--- src/rtl/dmaresp_pkg.sv ---
package dmaresp_pkg;
   localparam int ERR_W      = 8;
   localparam int WORD_W     = 32;
   localparam int LVL_W      = 16;
   localparam int OFF_BYTES  = 0;
   localparam int OFF_STATUS = 4;

   typedef struct packed {
      logic              early;
      logic [ERR_W-1:0]  err;
      logic [WORD_W-1:0] nbytes;
   } resp_t;

   function automatic logic [WORD_W-1:0] status_word(input resp_t r);
      return {{(WORD_W-ERR_W-1){1'b0}}, r.early, r.err};
   endfunction
endpackage

--- src/rtl/resp_store.sv ---
module resp_store
   import dmaresp_pkg::*;
#(
   parameter int DEPTH = 16,
   localparam int PTR_W = (DEPTH > 1) ? $clog2(DEPTH) : 1,
   localparam int CNT_W = $clog2(DEPTH + 1)
) (
   input  logic             clk,
   input  logic             rst_n,
   input  logic             flush_i,
   input  logic             push_valid_i,
   input  resp_t            push_data_i,
   output logic             push_ready_o,
   input  logic             pop_i,
   output resp_t            head_o,
   output logic [CNT_W-1:0] count_o,
   output logic             empty_o,
   output logic             full_o
);
   resp_t            mem [DEPTH];
   logic [PTR_W-1:0] wr_ptr, rd_ptr, wr_nxt, rd_nxt;
   logic [CNT_W-1:0] count;
   logic             push_fire;

   assign full_o       = (count == CNT_W'(DEPTH));
   assign empty_o      = (count == '0);
   assign push_ready_o = !full_o;
   assign push_fire    = push_valid_i && push_ready_o;
   assign head_o       = mem[rd_ptr];
   assign count_o      = count;

   generate
      if ((1 << PTR_W) == DEPTH) begin : g_pow2_wrap
         assign wr_nxt = wr_ptr + 1'b1;
         assign rd_nxt = rd_ptr + 1'b1;
      end else begin : g_cmp_wrap
         assign wr_nxt = (wr_ptr == PTR_W'(DEPTH - 1)) ? '0 : wr_ptr + 1'b1;
         assign rd_nxt = (rd_ptr == PTR_W'(DEPTH - 1)) ? '0 : rd_ptr + 1'b1;
      end
   endgenerate

   always_ff @(posedge clk) begin
      if (push_fire && !flush_i) mem[wr_ptr] <= push_data_i;
   end

   always_ff @(posedge clk or negedge rst_n) begin
      if (!rst_n) begin
         wr_ptr <= '0;
         rd_ptr <= '0;
         count  <= '0;
      end else if (flush_i) begin
         wr_ptr <= '0;
         rd_ptr <= '0;
         count  <= '0;
      end else begin
         if (push_fire) wr_ptr <= wr_nxt;
         if (pop_i)     rd_ptr <= rd_nxt;
         case ({push_fire, pop_i})
            2'b10:   count <= count + 1'b1;
            2'b01:   count <= count - 1'b1;
            default: count <= count;
         endcase
      end
   end


   pop_dec_chk: assert property (@(posedge clk) disable iff (!rst_n)
      (pop_i && !push_fire && !flush_i) |=> count == CNT_W'($past(count) - 1'b1));

   no_underflow_chk: assert property (@(posedge clk) disable iff (!rst_n)
      pop_i |-> count != '0);

   no_overflow_chk: assert property (@(posedge clk) disable iff (!rst_n)
      (full_o && !pop_i && !flush_i) |=> full_o);

   flush_clear_chk: assert property (@(posedge clk) disable iff (!rst_n)
      flush_i |=> (count == '0));

   pushpop_hold_chk: assert property (@(posedge clk) disable iff (!rst_n)
      (pop_i && push_fire && !flush_i) |=> count == $past(count));
endmodule

--- src/rtl/resp_level.sv ---
module resp_level
   import dmaresp_pkg::*;
#(
   parameter int CNT_W = 5
) (
   input  logic [CNT_W-1:0]  count_i,
   output logic [WORD_W-1:0] level_o
);
   logic [LVL_W-1:0] lvl;

   generate
      if (CNT_W > LVL_W) begin : g_saturate
         localparam logic [CNT_W-1:0] SAT = CNT_W'((1 << LVL_W) - 1);
         assign lvl = (count_i > SAT) ? '1 : count_i[LVL_W-1:0];
      end else begin : g_extend
         assign lvl = LVL_W'(count_i);
      end
   endgenerate

   assign level_o = WORD_W'(lvl);
endmodule

--- src/rtl/resp_window.sv ---
module resp_window
   import dmaresp_pkg::*;
#(
   parameter int ADDR_W = 3
) (
   input  logic              clk,
   input  logic              rst_n,
   input  logic              rd_en_i,
   input  logic [ADDR_W-1:0] rd_addr_i,
   input  resp_t             head_i,
   input  logic              empty_i,
   output logic              pop_o,
   output logic [WORD_W-1:0] rd_data_o
);
   logic              hit_bytes, hit_status;
   logic [WORD_W-1:0] rd_nxt;

   assign hit_bytes  = (rd_addr_i == ADDR_W'(OFF_BYTES));
   assign hit_status = (rd_addr_i == ADDR_W'(OFF_STATUS));
   assign pop_o      = rd_en_i && hit_status && !empty_i;

   always_comb begin
      rd_nxt = '0;
      if (!empty_i) begin
         if (hit_bytes)       rd_nxt = head_i.nbytes;
         else if (hit_status) rd_nxt = status_word(head_i);
      end
   end

   always_ff @(posedge clk or negedge rst_n) begin
      if (!rst_n)       rd_data_o <= '0;
      else if (rd_en_i) rd_data_o <= rd_nxt;
   end


   empty_zero_chk: assert property (@(posedge clk) disable iff (!rst_n)
      (rd_en_i && empty_i) |=> rd_data_o == '0);

   hold_data_chk: assert property (@(posedge clk) disable iff (!rst_n)
      !rd_en_i |=> $stable(rd_data_o));
endmodule

--- src/rtl/dma_resp_queue.sv ---
module dma_resp_queue
   import dmaresp_pkg::*;
#(
   parameter int DEPTH   = 16,
   parameter int BYTES_W = 32,
   parameter int ADDR_W  = 3
) (
   input  logic               clk,
   input  logic               rst_n,
   input  logic               flush_i,
   input  logic               push_valid_i,
   output logic               push_ready_o,
   input  logic [BYTES_W-1:0] push_bytes_i,
   input  logic [ERR_W-1:0]   push_err_i,
   input  logic               push_early_i,
   input  logic               rd_en_i,
   input  logic [ADDR_W-1:0]  rd_addr_i,
   output logic [WORD_W-1:0]  rd_data_o,
   output logic [WORD_W-1:0]  fill_level_o,
   output logic               empty_o,
   output logic               full_o
);
   localparam int CNT_W = $clog2(DEPTH + 1);

   generate
      if (DEPTH < 2) begin : g_bad_depth
         initial $fatal(1, "dma_resp_queue: DEPTH must be at least 2");
      end
      if (BYTES_W < 1 || BYTES_W > WORD_W) begin : g_bad_bytes
         initial $fatal(1, "dma_resp_queue: BYTES_W must be 1..32");
      end
      if (ADDR_W < 3) begin : g_bad_addr
         initial $fatal(1, "dma_resp_queue: ADDR_W must reach offset 4");
      end
   endgenerate

   resp_t            push_rec, head;
   logic             pop;
   logic [CNT_W-1:0] count;

   assign push_rec.nbytes = WORD_W'(push_bytes_i);
   assign push_rec.err    = push_err_i;
   assign push_rec.early  = push_early_i;

   resp_store #(.DEPTH(DEPTH)) store_i (
      .clk(clk), .rst_n(rst_n), .flush_i(flush_i),
      .push_valid_i(push_valid_i), .push_data_i(push_rec),
      .push_ready_o(push_ready_o), .pop_i(pop), .head_o(head),
      .count_o(count), .empty_o(empty_o), .full_o(full_o)
   );

   resp_window #(.ADDR_W(ADDR_W)) window_i (
      .clk(clk), .rst_n(rst_n), .rd_en_i(rd_en_i), .rd_addr_i(rd_addr_i),
      .head_i(head), .empty_i(empty_o), .pop_o(pop), .rd_data_o(rd_data_o)
   );

   resp_level #(.CNT_W(CNT_W)) level_i (
      .count_i(count), .level_o(fill_level_o)
   );


   bytes_read_keep_chk: assert property (@(posedge clk) disable iff (!rst_n)
      (rd_en_i && rd_addr_i == ADDR_W'(OFF_BYTES) && !push_valid_i && !flush_i)
      |=> $stable(fill_level_o));

   level_upper_zero_chk: assert property (@(posedge clk) disable iff (!rst_n)
      fill_level_o[WORD_W-1:LVL_W] == '0);
endmodule

--- config.mk ---
export PLATFORM = sky130hd
export DESIGN_NAME = dma_resp_queue
export DESIGN_NICKNAME = d
export VERILOG_FILES = /design/src/rtl/dmaresp_pkg.sv /design/src/rtl/resp_store.sv /design/src/rtl/resp_level.sv /design/src/rtl/resp_window.sv /design/src/rtl/dma_resp_queue.sv
export SDC_FILE = /design/constraint.sdc
export NUM_CORES = 1
export LEC_CHECK = 0
export BUFFER_PORTS_ARGS = -buffer_cell sky130_fd_sc_hd__buf_2
export CORE_ASPECT_RATIO = 0.7
export CORE_MARGIN = 2
export CORE_UTILIZATION = 55
export DETAILED_ROUTE_END_ITERATION = 16
export GPL_TIMING_DRIVEN = 0
export PLACE_DENSITY_LB_ADDON = 0.25
export RECOVER_POWER = 25
export SLEW_MARGIN = 40
export SYNTH_ARGS = -nofsm -noshare
export SYNTH_HDL_FRONTEND = slang
export SYNTH_SLANG_ARGS = --single-unit
export TNS_END_PERCENT = 100
--- constraint.sdc ---
create_clock -name clk -period 5.8 [get_ports clk]
set_input_delay 0 -clock clk [delete_from_list [all_inputs] [get_ports clk]]
set_output_delay 0 -clock clk [all_outputs]
set_load 0.05 [all_outputs]
==> results.txt <==
post_cts resized: 0
Worst R2R Start: store_i.count_o[1]$_DFFE_PN0P_
CTS tree: built
hold endpoint: window_i.rd_data_o[7]$_DFFE_PN0P_
Max Freq: 0.2443 GHz
die area: 0.05143 sq mm
overall global routing resource usage: 0.2594
# diodes: 0
Post-synth top cells: 656 x edfxtp_1, 158 x mux4_2, 74 x mux2i_1, 45 x dfrtp_1, 42 x nor2_1
Cell variety after synth: 57
Post-synth EDFFs: 656
Seq/Total Area, Yosys: 0.7633
Multi-input gate area: 0.006030 sq mm
Critical Path Sink Type: flop
Nets: 1,598
CP startpoint kind: flop
largest net degree at the start of global routing: 46
# rows: 68
outcome: complete, no violations
Yosys reg bits: 701
worst slew pin tran: 855.2 ps
RD Place Congestion: 0.8021
Worst-path clk slew: 60 ps
Clk Latency, worst-skew pair: 600 ps
GR Overflow Total: 0
Rel. slew slack: 0.4299
Placed Cells: 2,091
Initial Util: 0.5548
Pint: 8195 uW
clock sink count: 701
final design utilization: 0.6612
Reg2Reg Capture Point: store_i.count_o[4]$_DFFE_PN0P_
worst-case reg-to-reg path depth: 14
Setup WS post-layout: 1706 ps
hpwl dp: 42.39 mm
CP cell instances: buf_6 -> nor4_1 -> a21boi_1 -> clkbuf_1 -> nor2_1 -> xor2_1 -> ha_1 -> nor2_1 -> o31ai_2 -> a31o_1 -> nand3_1 -> dlygate4sd3_1 -> o311ai_1 -> dlygate4sd3_1
CTS Buf Count: 66
skew final: 21.22 ps
post-synthesis async set-or-reset flop share: 0.06419
area share of the largest cell type after synthesis: 0.7221
IO buf count: 86
Via Count: 13,980
Max stage delay cell, worst path: dlygate4sd3_1
Final Non-Filler Cells: 2,255
Buf/Inv on CP: 4
critical path's top delay family: buffers and inverters
Tcrit/Tclk final: 0.7058
layout cells sized above 1: 0.2899
Ys Warns: 0
PwrDens: 318.3 mW/mm^2
pre-CTS setup slack: 2567 ps
unrepaired setup endpoints after global routing: no
CTS root buffer: clkbuf_16
mapped cell area: 0.02728 sq mm
DR pass1 iterations: 5
Levels on crit path: 14
number of global-route vias before repair: 13,890
num ports: 116
Worst Path Arrival: 4620 ps
WL/cell: 28.95 microns
Layout area overhead: 19.19%
LEAKAGE: 0.01061 uW
final WL: 65.29 mm
Tmin final: 4094 ps
Worst Hold Depth: 5
Slew Viols, Final: 0
Clock Tree Buf Depth: 3
Avg Cell Area, Syn: 21.69 sq um
CP peak stage delay: 580 ps
initial antenna violation count: 0
H-Tree Depth: 3
Max Cap Violations: 0
largest cells by area after synthesis: edfxtp_1 72%, mux4_2 13%, dfrtp_1 4.1%
die span in y: 190.3 microns
Yosys top cell by area: edfxtp_1
worst vdd ir: 0.2209 mV
filler cell count: 3,212
clock power share: 0.411
DR vias/cell: 6.200
power share of the combinational group: 0.048
Hold Crit Class: input port to flop
Switching Share: 0.2082
gate count of the mapped netlist: 1,258
hold wc startpoint: rd_addr_i[2]
CP Max Fanout: 10
Finish-stage setup viols: 0
Sequential Power Share: 0.541
die width: 270.2 microns
most common cell in the netlist: edfxtp_1
ys flop type: edfxtp_1
CP Data Required Time: 6330 ps
first-pass GRT wire length: 94.63 mm
final hold violation count: 0
core area: 0.04918 sq mm
Sw Pwr: 2154 uW
flop2flop setup slack: 1710 ps
Critical Setup Path Class: flop to flop
post-route ant nets: 0
DRC errors left: 0
Register Area: 0.02083 sq mm
drt initial violations: 1,909
[through the flow]
step | instance area (sq um) | TNS (ps) | total power [uW] | hold slack, ps
final | 32520 | 0 | 10350 | 116.3
after global routing | 32520 | 0 | 10620 | 131.1
after CTS | 32530 | 0 | 10400 | 38.50
after detailed placement | 29950 | 0 | 6175 | 132.6
after global placement | 28640 | -140520 | 6139 | 335.1
after floorplan | 27380 | 0 | 5977 | -295.6
[cell type report]
cell class,count,area share
well taps,665,0.02559
flip-flops and latches,701,0.6404
multi-input cells,481,0.1854
repair buffers,190,0.06303
clock inverters,24,0.007157
inverters,7,0.0008081
plain buffers,95,0.01966
clock buffers,92,0.05787
[state kept, by name, indices dropped and copies added (netlist names)]
name,count
store_i.count_o,5
store_i.wr_ptr,4
window_i.rd_data_o,32
store_i.mem,656
store_i.rd_ptr,4
[metal layers]
layer	GRT usage	part of all wire
met1	0.3893	0.42
met3	0.06157	0.10
met4	0.06694	0.019
met2	0.3900	0.46
met5	0	0
[repair_timing]
| action | 4_1_cts | 5_1_grt |
|---|---|---|
| hold buffers | 47 | 1 |
| hold endpoints to repair | 709 | 23 |
| buffers inserted | 0 | 0 |
[power groups by stage]
stage,registers (uW),clock network (uW),logic (uW)
6_report,5600,4250,498
3_5_place_dp,5700,0,472
3_3_place_gp,5710,0,432
2_1_floorplan,5740,0,237
5_1_grt,5600,4490,529
4_1_cts,5600,4310,499
[cells by family after synthesis]
| group | share of synthesized area |
|---|---|
| buffers and inverters | 0.02389 |
| XOR/XNOR | 0.003210 |
| multiplexers | 0.1584 |
| flip-flops | 0.7633 |
| other | 0.0001375 |
| AO/OA/AOI/OAI | 0.03238 |
| AND/OR/NAND/NOR | 0.01541 |
| adder cells (fa/ha/maj) | 0.003210 |
[worst max path at each step]
| stage | start | to |
|---|---|---|
| after detailed placement | store_i.count_o[0]$_DFFE_PN0P_ | store_i.mem[1][40]$_DFFE_PP_ |
| after CTS | store_i.count_o[1]$_DFFE_PN0P_ | store_i.count_o[4]$_DFFE_PN0P_ |
| after floorplan | store_i.count_o[1]$_DFFE_PN0P_ | store_i.mem[15][0]$_DFFE_PP_ |
| after global placement | store_i.count_o[0]$_DFFE_PN0P_ | store_i.mem[3][19]$_DFFE_PP_ |
| after global routing | store_i.count_o[1]$_DFFE_PN0P_ | store_i.count_o[4]$_DFFE_PN0P_ |
| final | store_i.count_o[1]$_DFFE_PN0P_ | store_i.count_o[4]$_DFFE_PN0P_ |
[cell usage in the layout (no fill, tap or decap), types with 4 or more instances in the layout]
cell type	Yosys	final
edfxtp_1	656	656
mux4_2	158	158
mux2i_1	74	74
buf_2	9	70
clkbuf_16	0	68
clkbuf_1	32	66
dlygate4sd3_1	0	48
dfrtp_1	45	45
buf_4	32	32
buf_8	0	30
conb_1	1	27
a32o_1	26	26
buf_16	0	26
nor2_1	42	25
nand2_1	21	21
a22oi_1	21	21
nor2_4	0	16
buf_6	14	15
a21oi_1	11	11
nand3_1	10	10
clkinv_2	0	10
o21ai_0	9	9
clkbuf_8	0	9
clkinv_1	2	8
clkbuf_2	0	8
ha_1	7	7
a31oi_1	6	6
o2111ai_1	6	6
xor2_1	5	5
o211ai_1	5	5
xnor2_1	5	5
inv_1	4	4
bufinv_16	0	4
[worst reg2reg max path: cells and delay by family (launching register included)]
family,cells,cell delay (ps)
AND/OR/NAND/NOR,4,920
XOR/XNOR,1,170
adder cells (fa/ha/maj),1,200
buffers and inverters,4,1550
AO/OA/AOI/OAI,4,810
flip-flops,1,380
Note: power is estimated with default switching activity, not from simulation.
